`src/rtl/logic_and_unit.sv`:
```
module logic_and_unit (
  input  logic        clk,
  input  logic        rst_n,
  input  logic        in_valid,
  input  logic [7:0]  opcode,
  input  logic [2:0]  modrm_reg,
  input  logic        opsize32,
  input  logic [31:0] dst_val,
  input  logic [31:0] src_val,
  output logic        res_valid,
  output logic        not_and,
  output logic [31:0] result,
  output logic [1:0]  res_width,
  output logic        wr_rm,
  output logic        flag_of,
  output logic        flag_cf,
  output logic        flag_sf,
  output logic        flag_zf,
  output logic        flag_pf,
  output logic        flag_af
);

  localparam logic [2:0] GRP_AND = 3'd4;

  logic        is_and, byte_op, to_rm, sext8;
  logic [1:0]  wcode;
  logic [31:0] mask, src_x, res_c;
  logic        sign_c;

  always_comb begin
    is_and  = 1'b1;
    byte_op = 1'b0;
    to_rm   = 1'b0;
    sext8   = 1'b0;
    case (opcode)
      8'h20: begin byte_op = 1'b1; to_rm = 1'b1; end
      8'h21: to_rm = 1'b1;
      8'h22: byte_op = 1'b1;
      8'h23: ;
      8'h24: byte_op = 1'b1;
      8'h25: ;
      8'h80: begin byte_op = 1'b1; to_rm = 1'b1; is_and = (modrm_reg == GRP_AND); end
      8'h81: begin to_rm = 1'b1; is_and = (modrm_reg == GRP_AND); end
      8'h83: begin to_rm = 1'b1; sext8 = 1'b1; is_and = (modrm_reg == GRP_AND); end
      default: is_and = 1'b0;
    endcase
  end

  assign wcode  = byte_op ? 2'd0 : (opsize32 ? 2'd2 : 2'd1);
  assign mask   = byte_op ? 32'h0000_00FF : (opsize32 ? 32'hFFFF_FFFF : 32'h0000_FFFF);
  assign src_x  = sext8 ? {{24{src_val[7]}}, src_val[7:0]} : src_val;
  assign res_c  = dst_val & src_x & mask;
  assign sign_c = byte_op ? res_c[7] : (opsize32 ? res_c[31] : res_c[15]);

  always_ff @(posedge clk) begin
    if (!rst_n) begin
      res_valid <= 1'b0;
      not_and   <= 1'b0;
      result    <= '0;
      res_width <= 2'd0;
      wr_rm     <= 1'b0;
      flag_of   <= 1'b0;
      flag_cf   <= 1'b0;
      flag_sf   <= 1'b0;
      flag_zf   <= 1'b0;
      flag_pf   <= 1'b0;
    end else begin
      res_valid <= in_valid;
      not_and   <= in_valid & ~is_and;
      if (in_valid && is_and) begin
        result    <= res_c;
        res_width <= wcode;
        wr_rm     <= to_rm;
        flag_of   <= 1'b0;
        flag_cf   <= 1'b0;
        flag_sf   <= sign_c;
        flag_zf   <= (res_c == 32'd0);
        flag_pf   <= ~^res_c[7:0];
      end
    end
  end

  assign flag_af = 1'b0;


  valid_follow_chk: assert property (@(posedge clk) disable iff (!rst_n)
    in_valid |=> res_valid);


  idle_quiet_chk: assert property (@(posedge clk) disable iff (!rst_n)
    !res_valid |-> !not_and);


  no_overflow_chk: assert property (@(posedge clk) disable iff (!rst_n)
    (res_valid && !not_and) |-> (!flag_of && !flag_cf));


  byte_upper_zero_chk: assert property (@(posedge clk) disable iff (!rst_n)
    (res_valid && !not_and && res_width == 2'd0) |-> (result[31:8] == 24'd0));


  half_upper_zero_chk: assert property (@(posedge clk) disable iff (!rst_n)
    (res_valid && !not_and && res_width == 2'd1) |-> (result[31:16] == 16'd0));


  zero_flag_chk: assert property (@(posedge clk) disable iff (!rst_n)
    (res_valid && !not_and) |-> (flag_zf == (result == 32'd0)));


  parity_flag_chk: assert property (@(posedge clk) disable iff (!rst_n)
    (res_valid && !not_and) |-> (flag_pf == ~^result[7:0]));


  reject_hold_chk: assert property (@(posedge clk) disable iff (!rst_n)
    (res_valid && not_and) |-> ($stable(flag_sf) && $stable(flag_zf) &&
                                $stable(flag_pf) && $stable(result) && $stable(wr_rm)));

endmodule

```
`config.mk`:
```
export PLATFORM = sky130hd
export DESIGN_NAME = logic_and_unit
export DESIGN_NICKNAME = d
export VERILOG_FILES = /design/src/rtl/logic_and_unit.sv
export SDC_FILE = /design/constraint.sdc
export NUM_CORES = 1
export LEC_CHECK = 0
export ABC_CLOCK_PERIOD_IN_PS = 7350
export BUFFER_PORTS_ARGS = -buffer_cell sky130_fd_sc_hd__buf_2
export CORE_UTILIZATION = 40
export CTS_BUF_LIST = sky130_fd_sc_hd__clkbuf_16
export CTS_CLUSTER_SIZE = 24
export DETAILED_ROUTE_END_ITERATION = 10
export PLACE_DENSITY = 0.84
export SYNTH_ARGS = -nofsm -noshare
export SYNTH_HDL_FRONTEND = slang
export SYNTH_SLANG_ARGS = --single-unit
```
`constraint.sdc`:
```
create_clock -name clk -period 7.35 [get_ports clk]
set_input_delay 1.47 -clock clk [delete_from_list [all_inputs] [get_ports clk]]
set_output_delay 1.47 -clock clk [all_outputs]
set_load 0.03 [all_outputs]
```
== Word-level counts from Yosys, hierarchy flattened ==
Index checks and enable logic that the tools add are counted.

* Bits of input ports: 79
* Register bits after elaboration: 40
* Output and inout port bits: 43

* Reductions and logical operators: 7
* Bitwise logic cells: 4
* Multiplexer cells: 11
* Equality and inequality tests: 10

{| class="wikitable"
|+ Operators with widths
! operator !! number
|-
| two-way mux 32 bit || 3
|-
| AND 32 bit || 2
|-
| == test 8 x 6 -> 1 bit, second input constant || 6
|-
| zero test 32 bit || 1
|-
| == test 8 bit, second input constant || 3
|-
| XNOR reduction 8 bit || 1
|-
| OR reduction 6 bit || 1
|-
| two-way mux 1 bit || 5
|-
| OR reduction 5 bit || 1
|-
| two-way mux 2 bit || 2
|-
| OR reduction 4 bit || 1
|-
| == test 3 bit, second input constant || 1
|-
| OR reduction 3 bit || 1
|-
| one-hot mux 1 bit (2 select lines) || 1
|-
| AND 1 bit || 1
|-
| logical AND 1 bit || 1
|-
| NOT 1 bit || 1
|}

== Longest topological paths before layout ==
* Word-level depth: 7
* Depth in mapped cells: 9
* Gate-level depth less buffers: 6

== Worst setup path before layout ==
No wires, ideal clock.

* Kind: input -> register
* Start point: in opcode[2]
* End point: reg flag_zf
* Slack: 4.044 ns
* Data arrival time: 3.245 ns
* Setup time: 0.061 ns
* Data required time: 7.289 ns
* Buffers on the path: 1
* Stages: 7
* Path through: or3b_1 or4b_1 buf_2 a22o_1 a32o_1 nor4_2 a32o_1

* Word-level cells in the longest chain between the ends: 6
* Elaborated cells on any way between the ends: 21
* Classes of those cells: eq/ne: 9; mux: 5; bitwise: 2; reduce/logical: 5

{| class="wikitable"
|+ Ends and longest elaborated chain
! what !! RTL line !! text
|-
| start, declared || 5 || <nowiki>input logic [7:0] opcode,</nowiki>
|-
| == test 8 bit / == test 8 x 6 -> 1 bit (equally long branches) || 35 || <nowiki>case (opcode)</nowiki>
|-
| OR reduction 4 bit (no source line) / two-way mux 1 bit (equally long branches) || - ||
|-
| two-way mux 1 bit / two-way mux 32 bit (equally long branches) || 35, 51 ||
|-
| two-way mux 32 bit / AND 32 bit (equally long branches) || 50, 52 ||
|-
| AND 32 bit || 52 || <nowiki>assign res_c = dst_val & src_x & mask;</nowiki>
|-
| zero test 32 bit || 77 || <nowiki>flag_zf <= (res_c == 32'd0);</nowiki>
|-
| end signal, assigned || 77 ||
|-
| end, declared || 18 || <nowiki>output logic flag_zf,</nowiki>
|}

Several ways; a longest one is shown, not always the timed one.
A chain may end at the register's enable or synchronous reset.

== Final worst setup path ==
* Start point: in opcode[5]
* End point: reg flag_zf

Same word-level chain as after synthesis.

==> key figures <==
Run status
  • Outcome: completed

Synth
  • Most common cell in the netlist: dfxtp_1
  • Area leader, netlist: dfxtp_1
  • Sequential area share after synthesis: 0.350
  • Ys async rst share: 0
  • FF+latch count, synth: 40
  • Ys flop type: dfxtp_1
  • Top cells by area, synth: dfxtp_1 (35%), a21boi_0 (11%), nand2_1 (6.4%)
  • Commonest cells post-synth: dfxtp_1 (40), nand2_1 (39), a21boi_0 (35)
  • Syn. warnings: 0
  • Synth top area share: 0.350
  • Synth unique cells: 49
  • Syn_area_per_cell: 8.04 um^2
  • EDFF count, synth: 0
  • Gate Count Post-Synth: 285
  • Post-Syn Area: 2290 um^2

Setup path
  • Crit path arrival time: 3780 ps
  • Startpoint types: input port
  • Crit path from: opcode[5]
  • FF-to-FF End: result[5]$_SDFFE_PN0P_
  • Setup CP Type: in -> reg
  • Crit. End Element: register
  • Largest fanout on the critical path: 25
  • Reg2reg path depth: 3
  • R2r setup slk: 6620 ps
  • R2r startpoint: result[5]$_SDFFE_PN0P_
  • WP data required: 7520 ps

Drt
  • DRC Markers: 0
  • DRT antenna net count: 0
  • Via count: 2,455
  • DR WL/cell: 14.2 um
  • Total Wirelength: 6.59 mm
  • TritonRoute pass-1 iters: 4
  • Detailed Route Iter0 Violations: 155
  • Routed vias/inst: 5.29

Floorplanning
  • Starting density of the core: 0.416
  • Die Area: 6030 um^2
  • Core Area: 5510 um^2
  • Die height: 77.7 um
  • I/O Pins: 122
  • Core Rows: 27
  • Die Wd: 77.7 um

Power and ir drop
  • Clock network fraction of design power: 0.411
  • Pwr/cell area: 162 nW/um^2
  • Sw power: 0.120 mW
  • Seq pwr share: 0.442
  • VDD IR max: 0.0932 mV
  • Logic pwr share: 0.147
  • Pint: 0.374 mW
  • Switching part of the total power: 0.243
  • Tot Pwr: 0.494 mW
  • Static Leak: 1.35 nW

Timing
  • Actual slew at the worst max-slew pin: 799 ps
  • Min Tclk post-route: 3610 ps
  • Slew HR: 0.468
  • Setup slack after layout: 3740 ps
  • Setup TNS: 0 ps
  • Final Hold Fails: 0
  • Period utilization: 0.491
  • Slew Limit Fails: 0
  • Max Fclk: 0.277 GHz
  • Worst Skew: 0 ps
  • Final setup vio count: 0
  • RSZ-0062 raised after global routing: no

Global routing
  • First-pass GRT wire length: 11.1 mm
  • Total GRT Usage: 0.233
  • Number of global-route vias before repair: 2,369
  • Initial antenna violation count: 0
  • Pin count of the biggest net entering global routing: 63
  • Gr ovfl total: 0

Worst hold path
  • WHS Path Cells: 2
  • Hold path startpoint: result[19]$_SDFFE_PN0P_
  • Worst Hold Class: reg -> reg
  • Hold endpoint: result[19]$_SDFFE_PN0P_

CTS
  • CTS tree: yes
  • Clk root buf: clkbuf_16
  • Clk slew on worst S/H paths: 60 ps
  • Max clock buf depth: 2
  • CTS buffer count: 5
  • Worst skew pair latency: 280 ps
  • Post-CTS Hold Buffers: 0
  • Setup Fix Bufs, Post-CTS: 0
  • CTS resizes: 0
  • # H-tree levels: 2
  • Clock sinks: 40

Layout
  • Final core occ: 0.554
  • Nets@finish: 474
  • Synth-to-layout area growth: 33.2%
  • Layout cells sized above 1: 0.337
  • Ant. Diodes: 0

Placed design
  • Placement Setup Slack: 3500 ps
  • I/O Buffers: 118
  • Routability Congestion: 0.871
  • Hpwl dp: 5.14 mm

Job
  • # Max-Cap Violations: 0
[flip-flops by register name, summed over array words and instances, names as in the netlist]
register   cells
flag_sf        1
not_and        1
res_valid      1
flag_zf        1
res_width      2
wr_rm          1
flag_pf        1
result        32
[metrics by stage]
stage          cells  instance area (um^2)  hold WS (ps)
2_1_floorplan    287                  2300           579
3_3_place_gp     456                  2910           441
3_5_place_dp     456                  2910           447
4_1_cts          464                  3050           454
5_1_grt          464                  3050           483
6_report         464                  3050           448
[power groups by stage]
stage | sequential [mW] | combinational (mW) | clock (mW)
2_1_floorplan | 0.226 | 0.0372 | 0
3_3_place_gp | 0.223 | 0.0708 | 0
3_5_place_dp | 0.223 | 0.0725 | 0
4_1_cts | 0.218 | 0.0728 | 0.207
5_1_grt | 0.218 | 0.0800 | 0.219
6_report | 0.218 | 0.0727 | 0.203
[worst max path at each step]
stage | endpoint | slack (ps) | depth (start not counted)
after detailed placement | flag_zf$_SDFFE_PN0P_ | 3500 | 7
after global placement | flag_zf$_SDFFE_PN0P_ | 3610 | 7
after floorplan | flag_zf$_SDFFE_PN0P_ | 4040 | 7
final | flag_zf$_SDFFE_PN0P_ | 3740 | 7
after CTS | flag_zf$_SDFFE_PN0P_ | 3810 | 7
after global routing | flag_zf$_SDFFE_PN0P_ | 3460 | 7
[logic make-up after synthesis]
logic type | synth area share
other | 0.00164
buffers and inverters | 0.0524
DFF | 0.350
xor gates and xnor gates | 0.0115
and+or+nand+nor | 0.265
adders and majority gates | 0.0218
AOI/OAI and AO/OA | 0.298
[cell usage in the layout, fill, tap and decap left out, types with 6 or more instances in the layout]
master / n
a21oi_1: 10
nor2_1: 16
inv_1: 6
dfxtp_1: 40
or3_1: 6
and2_0: 8
buf_2: 118
a21boi_0: 35
nand3_1: 7
o21ai_0: 13
o21a_1: 9
and2_1: 10
nand2_1: 39
[final cells by class]
| class | instances | area [um^2] |
|---|---|---|
| clock buffers | 5 | 125 |
| clock inverters | 3 | 11.3 |
| fillers | 544 | 2460 |
| inverters | 4 | 15.0 |
| multi-input cells | 219 | 1400 |
| flip-flops and latches | 40 | 801 |
| well taps | 72 | 90.1 |
| repair buffers | 121 | 613 |
[per-layer routing]
layer,up-vias,routed length [um],GRT usage
met4,0,113,0.0887
met2,91,3220,0.400
met5,-,0,0
met1,1123,2860,0.283
met3,12,403,0.0482
li1,1229,-,-
[critical path, cell delays in order]
cell     delay (ps)
buf_2           130
and4b_1         590
and3_1          780
o21ai_0         240
a41oi_1         270
nor4_1           80
a32o_1          210
No activity file was read; power rests on OpenSTA's default activity.
